$ cat src/rtl/pmc_pkg.sv
package pmc_pkg;
  localparam int NUM_DOM = 5;
  localparam int NUM_PLL = 3;
  localparam int CPU_DOM = 0;

  typedef enum logic [2:0] {
    PM_NORMAL = 3'd0,
    PM_IDLE   = 3'd1,
    PM_STOP   = 3'd2,
    PM_DSTOP  = 3'd3,
    PM_SLEEP  = 3'd4
  } pm_mode_e;

  typedef enum logic [1:0] {
    PH_ACTIVE   = 2'd0,
    PH_PWRUP    = 2'd1,
    PH_LOCKWAIT = 2'd2
  } pm_phase_e;

  localparam logic [1:0] ADR_MODE   = 2'd0;
  localparam logic [1:0] ADR_GATE   = 2'd1;
  localparam logic [1:0] ADR_CLKCFG = 2'd2;

  function automatic logic mode_code_ok(input logic [2:0] code);
    return code <= 3'd4;
  endfunction
endpackage

$ cat src/rtl/pmc_regs.sv
module pmc_regs
  import pmc_pkg::*;
#(
  parameter int N_PERIPH = 8
) (
  input  logic                clk,
  input  logic                rst_n,
  input  logic                wr_en,
  input  logic [1:0]          wr_addr,
  input  logic [N_PERIPH-1:0] wr_data,
  output logic [N_PERIPH-1:0] gate_mask,
  output logic                slow_sel,
  output logic                xpll_on,
  output logic                mode_wr,
  output logic [2:0]          mode_code
);
  always_ff @(posedge clk or negedge rst_n) begin
    if (!rst_n) begin
      gate_mask <= '1;
      slow_sel  <= 1'b0;
      xpll_on   <= 1'b0;
    end else if (wr_en) begin
      if (wr_addr == ADR_GATE) gate_mask <= wr_data;
      if (wr_addr == ADR_CLKCFG) begin
        slow_sel <= wr_data[0];
        xpll_on  <= wr_data[1];
      end
    end
  end

  assign mode_wr   = wr_en && (wr_addr == ADR_MODE);
  assign mode_code = wr_data[2:0];
endmodule

$ cat src/rtl/pmc_seq.sv
module pmc_seq
  import pmc_pkg::*;
#(
  parameter int SETTLE_CYC = 4
) (
  input  logic      clk,
  input  logic      rst_n,
  input  logic      mode_wr,
  input  logic [2:0] mode_code,
  input  logic      wake,
  input  logic      locks_ok,
  output pm_mode_e  mode_q,
  output pm_phase_e phase_q
);
  localparam int CNT_W = $clog2(SETTLE_CYC + 1);
  logic [CNT_W-1:0] cnt_q;

  always_ff @(posedge clk or negedge rst_n) begin
    if (!rst_n) begin
      mode_q  <= PM_NORMAL;
      phase_q <= PH_LOCKWAIT;
      cnt_q   <= '0;
    end else begin
      case (phase_q)
        PH_ACTIVE: begin
          if (mode_q == PM_NORMAL) begin
            if (mode_wr && mode_code_ok(mode_code))
              mode_q <= pm_mode_e'(mode_code);
          end else if (wake) begin
            mode_q <= PM_NORMAL;
            if (mode_q != PM_IDLE) begin
              phase_q <= PH_PWRUP;
              cnt_q   <= CNT_W'(SETTLE_CYC - 1);
            end
          end
        end
        PH_PWRUP: begin
          if (cnt_q == '0) phase_q <= PH_LOCKWAIT;
          else             cnt_q   <= cnt_q - 1'b1;
        end
        PH_LOCKWAIT: begin
          if (locks_ok) phase_q <= PH_ACTIVE;
        end
        default: phase_q <= PH_ACTIVE;
      endcase
    end
  end
endmodule

$ cat src/rtl/pmc_outmap.sv
module pmc_outmap
  import pmc_pkg::*;
#(
  parameter int N_PERIPH = 8
) (
  input  pm_mode_e             mode,
  input  pm_phase_e            phase,
  input  logic [N_PERIPH-1:0]  gate_mask,
  input  logic                 xpll_on,
  output logic                 cpu_en,
  output logic [N_PERIPH-1:0]  periph_en,
  output logic [NUM_PLL-1:0]   pll_en,
  output logic [NUM_PLL-1:0]   pll_need,
  output logic [NUM_DOM-1:0]   dom_req
);
  logic run, plls_mode, periph_mode;

  assign run         = (phase == PH_ACTIVE);
  assign plls_mode   = (mode == PM_NORMAL) || (mode == PM_IDLE);
  assign periph_mode = run && plls_mode;
  assign cpu_en      = run && (mode == PM_NORMAL);
  assign pll_need    = {xpll_on, 1'b1, 1'b1};
  assign pll_en      = (phase != PH_PWRUP && plls_mode) ? pll_need : '0;

  for (genvar i = 0; i < N_PERIPH; i++) begin : g_periph
    assign periph_en[i] = periph_mode && gate_mask[i];
  end

  for (genvar d = 0; d < NUM_DOM; d++) begin : g_dom
    if (d == CPU_DOM) begin : g_cpu
      assign dom_req[d] = !(run && (mode == PM_SLEEP || mode == PM_DSTOP));
    end else begin : g_per
      assign dom_req[d] = !(run && mode == PM_SLEEP);
    end
  end
endmodule

$ cat src/rtl/pwr_mode_ctrl.sv
module pwr_mode_ctrl
  import pmc_pkg::*;
#(
  parameter int N_PERIPH   = 8,
  parameter int SETTLE_CYC = 4
) (
  input  logic                clk,
  input  logic                rst_n,
  input  logic                cfg_wr_en,
  input  logic [1:0]          cfg_addr,
  input  logic [N_PERIPH-1:0] cfg_wdata,
  input  logic                wake_evt,
  input  logic [2:0]          pll_lock,
  output logic                cpu_clk_en,
  output logic [N_PERIPH-1:0] periph_clk_en,
  output logic [2:0]          pll_en,
  output logic                clk_src_ext,
  output logic [4:0]          dom_pwr_req,
  output logic [2:0]          pm_mode
);
  logic [N_PERIPH-1:0] gate_mask;
  logic                slow_sel, xpll_on, mode_wr, locks_ok;
  logic [2:0]          mode_code;
  logic [NUM_PLL-1:0]  pll_need;
  pm_mode_e            mode_q;
  pm_phase_e           phase_q;

  pmc_regs #(.N_PERIPH(N_PERIPH)) u_regs (
    .clk(clk), .rst_n(rst_n), .wr_en(cfg_wr_en), .wr_addr(cfg_addr),
    .wr_data(cfg_wdata), .gate_mask(gate_mask), .slow_sel(slow_sel),
    .xpll_on(xpll_on), .mode_wr(mode_wr), .mode_code(mode_code)
  );

  assign locks_ok = &(pll_lock | ~pll_need);

  pmc_seq #(.SETTLE_CYC(SETTLE_CYC)) u_seq (
    .clk(clk), .rst_n(rst_n), .mode_wr(mode_wr), .mode_code(mode_code),
    .wake(wake_evt), .locks_ok(locks_ok), .mode_q(mode_q), .phase_q(phase_q)
  );

  pmc_outmap #(.N_PERIPH(N_PERIPH)) u_map (
    .mode(mode_q), .phase(phase_q), .gate_mask(gate_mask), .xpll_on(xpll_on),
    .cpu_en(cpu_clk_en), .periph_en(periph_clk_en), .pll_en(pll_en),
    .pll_need(pll_need), .dom_req(dom_pwr_req)
  );

  assign clk_src_ext = slow_sel;
  assign pm_mode     = mode_q;
endmodule

$ cat config.mk
export PLATFORM = sky130hd
export DESIGN_NAME = pwr_mode_ctrl
export DESIGN_NICKNAME = d
export VERILOG_FILES = /design/src/rtl/pmc_pkg.sv /design/src/rtl/pmc_regs.sv /design/src/rtl/pmc_seq.sv /design/src/rtl/pmc_outmap.sv /design/src/rtl/pwr_mode_ctrl.sv
export SDC_FILE = /design/constraint.sdc
export NUM_CORES = 1
export LEC_CHECK = 0
export CORE_MARGIN = 10
export CORE_UTILIZATION = 46
export CTS_BUF_LIST = sky130_fd_sc_hd__clkbuf_8 sky130_fd_sc_hd__clkbuf_16
export CTS_CLUSTER_SIZE = 40
export DETAILED_ROUTE_END_ITERATION = 8
export PLACE_DENSITY = 0.83
export SLEW_MARGIN = 10
export SYNTH_ARGS = -nofsm -noshare
export SYNTH_HDL_FRONTEND = slang
export SYNTH_SLANG_ARGS = --single-unit
$ cat constraint.sdc
create_clock -name clk -period 2.17 [get_ports clk]
set_clock_uncertainty 0.1 [all_clocks]
set_input_delay 0.217 -clock clk [delete_from_list [all_inputs] [get_ports clk]]
set_output_delay 0.217 -clock clk [all_outputs]
set_load 0.05 [all_outputs]
==> impl_results.html <==
<table>
<tr><th>Metric</th><th>Value</th></tr>
<tr><th colspan="2">Clock network</th></tr>
<tr><td>Post-CTS setup-driven buffer insertion count</td><td>0</td></tr>
<tr><td>Hold Buf Count CTS</td><td>0</td></tr>
<tr><td>Insertion delay to the later sink of the worst-skew pair</td><td>250 ps</td></tr>
<tr><td>Clock edge transition at the registers on the reported setup and hold paths</td><td>70 ps</td></tr>
<tr><td>Max Buffers Root-to-Sink</td><td>2</td></tr>
<tr><td>CTS resizes</td><td>0</td></tr>
<tr><td>H-tree Lvls</td><td>1</td></tr>
<tr><td>CTS tree</td><td>built</td></tr>
<tr><td>Number of buffers created by CTS</td><td>3</td></tr>
<tr><td>CTS Root Buffer Type</td><td>clkbuf_8</td></tr>
<tr><td>Sinks on Clock Net</td><td>18</td></tr>
<tr><th colspan="2">Timing</th></tr>
<tr><td>Max Clk Rate</td><td>490 MHz</td></tr>
<tr><td>Minimum clock period after layout</td><td>2040 ps</td></tr>
<tr><td>Actual transition at the worst max-transition pin</td><td>506 ps</td></tr>
<tr><td>Post-Route Setup TNS</td><td>0 ps</td></tr>
<tr><td>Setup repair after global routing missed its margin</td><td>no</td></tr>
<tr><td>Fin. max-slew vios</td><td>0</td></tr>
<tr><td>Count of final hold-check violations</td><td>0</td></tr>
<tr><td>Final worst-path cycle share</td><td>94.0%</td></tr>
<tr><td>Finish-stage setup viols</td><td>0</td></tr>
<tr><td>Worst slew margin relative to its limit</td><td>66.2%</td></tr>
<tr><th colspan="2">Critical path</th></tr>
<tr><td>Critical path startpoint category</td><td>flop</td></tr>
<tr><td>Worst Path Arrival</td><td>1720 ps</td></tr>
<tr><td>RR Endpoint</td><td>u_seq.cnt_q[0]</td></tr>
<tr><td>Cell family contributing the most delay on the critical path</td><td>simple AND/OR/NAND/NOR gates</td></tr>
<tr><td>Slack of the worst reg-to-reg path</td><td>760 ps</td></tr>
<tr><td>Worst reg2reg path startpoint</td><td>u_seq.cnt_q[0]</td></tr>
<tr><td>Cell with the largest stage delay on the worst path</td><td>dfrtp_1</td></tr>
<tr><td>Worst Path Buf+Inv</td><td>1</td></tr>
<tr><td>Crit Path Category</td><td>flop to output port</td></tr>
<tr><td>Cell breakdown of the critical path</td><td>nor4_4, nor2b_1, buf_12</td></tr>
<tr><td>Kind of capture point of the worst setup path</td><td>output port</td></tr>
<tr><td>Critical path required time</td><td>1850 ps</td></tr>
<tr><td>Critical path peak fanout</td><td>9</td></tr>
<tr><td>Length in cells of the worst reg-to-reg path</td><td>5</td></tr>
<tr><td>Slowest stage delay, CP</td><td>500 ps</td></tr>
<tr><th colspan="2">Job</th></tr>
<tr><td>Max-cap violation count</td><td>0</td></tr>
<tr><th colspan="2">Synth</th></tr>
<tr><td>Number of standard cells after synthesis</td><td>88</td></tr>
<tr><td>Syn Area/Cell</td><td>11.4 um2</td></tr>
<tr><td>Area fraction of the dominant cell type after synthesis</td><td>23.6%</td></tr>
<tr><td>Number of different library cells in the post-synthesis netlist</td><td>34</td></tr>
<tr><td>Share of synthesized flip-flops with an asynchronous set or reset</td><td>100%</td></tr>
<tr><td>Number of synthesized flops with an enable pin</td><td>0</td></tr>
<tr><td>Most common flop cell mapped by yosys</td><td>dfstp_2</td></tr>
<tr><td>Net count after synthesis</td><td>107</td></tr>
<tr><td>Area contributors post-synth</td><td>dfstp_2, dfrtp_1, mux2_2, and2_1, buf_4</td></tr>
<tr><td>Part of the Yosys area used for sequential elements</td><td>46.1%</td></tr>
<tr><td>Area leader, netlist</td><td>dfstp_2</td></tr>
<tr><td>Count of yosys warnings during synthesis</td><td>0</td></tr>
<tr><td>Flip-flop and latch count after synthesis</td><td>18</td></tr>
<tr><td>Cell area after technology mapping</td><td>0.00100 mm2</td></tr>
<tr><th colspan="2">Floorplanning</th></tr>
<tr><td>Overall die area</td><td>0.00444 mm2</td></tr>
<tr><td>Initial cell density of the core</td><td>49.5%</td></tr>
<tr><td>Horizontal die dimension</td><td>66.6 um</td></tr>
<tr><td>Die H</td><td>66.6 um</td></tr>
<tr><td>Count of pins on the block boundary</td><td>38</td></tr>
<tr><td>CORE AREA</td><td>0.00202 mm2</td></tr>
<tr><td>Site Rows</td><td>16</td></tr>
<tr><th colspan="2">Detailed routing</th></tr>
<tr><td>Number of nets with antenna violations after detailed routing</td><td>0</td></tr>
<tr><td>Initial DRC Count</td><td>21</td></tr>
<tr><td>Ratio of routed vias to standard cells</td><td>5.41</td></tr>
<tr><td>Final wirelength</td><td>2540 um</td></tr>
<tr><td>DRT Pass-1 Iters</td><td>4</td></tr>
<tr><td>Routed via count</td><td>827</td></tr>
<tr><td>Wire length per cell after detailed routing</td><td>16.6 um</td></tr>
<tr><td>Total DRC errors in the routed layout</td><td>0</td></tr>
<tr><th colspan="2">Global route</th></tr>
<tr><td>Global-route wire length before repair</td><td>4230 um</td></tr>
<tr><td>Number of antenna violations at the first check in global routing</td><td>0</td></tr>
<tr><td>Vias in the first global route</td><td>893</td></tr>
<tr><td>Total overflow reported by the global router</td><td>0</td></tr>
<tr><td>Pin count of the biggest net entering global routing</td><td>19</td></tr>
<tr><td>GRT Total Usage</td><td>12.6%</td></tr>
<tr><th colspan="2">Cells and area</th></tr>
<tr><td>Design Area, Final</td><td>0.00153 mm2</td></tr>
<tr><td>Fillers</td><td>148</td></tr>
<tr><td>Post-Route Utilization</td><td>75.5%</td></tr>
<tr><td>Total number of nets in the final design</td><td>146</td></tr>
<tr><td>Area added between synthesis and finish</td><td>52.5%</td></tr>
<tr><td>Layout cells sized above 1</td><td>38.1%</td></tr>
<tr><td>Number of antenna cells inserted</td><td>0</td></tr>
<tr><td>Most common library cell in the layout ignoring fill and taps</td><td>clkdlybuf4s50_1</td></tr>
<tr><td>Top library cells by usage in the layout, fill and taps aside</td><td>clkdlybuf4s50_1, mux2_2, buf_12</td></tr>
<tr><th colspan="2">Worst hold path</th></tr>
<tr><td>Path category of the worst min-delay check</td><td>primary input to async pin</td></tr>
<tr><th colspan="2">Pwr</th></tr>
<tr><td>Highest ir drop seen on vdd</td><td>1.08 mV</td></tr>
<tr><td>Tot Pwr</td><td>2250 uW</td></tr>
<tr><td>Power density normalized to cell area</td><td>1480 mW/mm2</td></tr>
<tr><td>Leakage power</td><td>0.000660 uW</td></tr>
<tr><th colspan="2">Placed design</th></tr>
<tr><td>Placement Cell Area</td><td>0.00147 mm2</td></tr>
<tr><td>Port Buffers</td><td>37</td></tr>
<tr><td>Routability cong.</td><td>0.877</td></tr>
<tr><td>Post-detailed-placement half-perimeter wirelength</td><td>2080 um</td></tr>
<tr><th colspan="2">Outcome</th></tr>
<tr><td>Run status</td><td>finished clean</td></tr>
</table>
==> power breakdown <==
| part | leakage, uW | internal, uW | switching (uW) |
|---|---|---|---|
| sequential | 0.000207 | 442 | 86.5 |
| combinational | 0.000424 | 635 | 816 |
| clock | 0.0000288 | 161 | 113 |
==> final cells by class <==
type | count | area, um2 | area share (%)
Multi-Input combinational cell | 60 | 493 | 32.3
Sequential cell | 18 | 462 | 30.2
Timing Repair Buffer | 38 | 460 | 30.2
Clock buffer | 4 | 55.1 | 3.61
Tap cell | 27 | 33.8 | 2.21
Inverter | 6 | 22.5 | 1.48
==> kinds of logic (layout without fill, tap and decap cells) <==
kind of cell	Yosys count	count (layout)	share of synthesized area [%]
and+or+nand+nor	32	32	21.9
DFF	18	18	46.1
AOI/OAI and AO/OA	15	15	12.0
muxes	11	11	12.3
buffers and inverters	10	48	5.25
adders and majority gates	2	2	2.50
==> cell usage after synthesis (all sizes together), types with 3 or more instances <==
cell / instances
and2: 9
buf: 4
dfrtp: 9
dfstp: 9
inv: 6
mux2: 10
nand2: 4
nand2b: 3
nor2b: 3
==> routing by layer <==
layer | GRT usage (%) | routed length (um) | vias to the layer above
met5 | 0 | 0 | -
met4 | 5.50 | 52 | 0
met3 | 7.53 | 337 | 7
met2 | 21.1 | 1210 | 41
met1 | 12.1 | 937 | 393
li1 | - | - | 386
==> sequential cells by signal, summed over array words and instances (netlist names) <==
register          flops
u_regs.gate_mask      8
u_seq.mode_q          3
u_seq.phase_q         2
u_regs.slow_sel       1
u_regs.xpll_on        1
u_seq.cnt_q           3
==> per-stage QoR <==
stage               std cells  hold WS [ps]  worst slack, ps
floorplan                  88          -179             45.4
global placement          149           400              462
detailed placement        149           400              406
CTS                       153           184              114
global route              153           198             25.5
finish                    153           184              131
==> worst max path at each step <==
| stage | endpoint | slack [ps] | start | cells after the start |
|---|---|---|---|---|
| after floorplan | cpu_clk_en | 50 | u_seq.mode_q[1] | 2 |
| after global placement | pm_mode[1] | 460 | u_seq.mode_q[1] | 1 |
| after detailed placement | cpu_clk_en | 410 | u_seq.mode_q[1] | 3 |
| after CTS | cpu_clk_en | 110 | u_seq.mode_q[1] | 3 |
| after global routing | cpu_clk_en | 30 | u_seq.mode_q[1] | 3 |
| final | cpu_clk_en | 130 | u_seq.mode_q[1] | 3 |
Power figures use the tool's default switching activity.
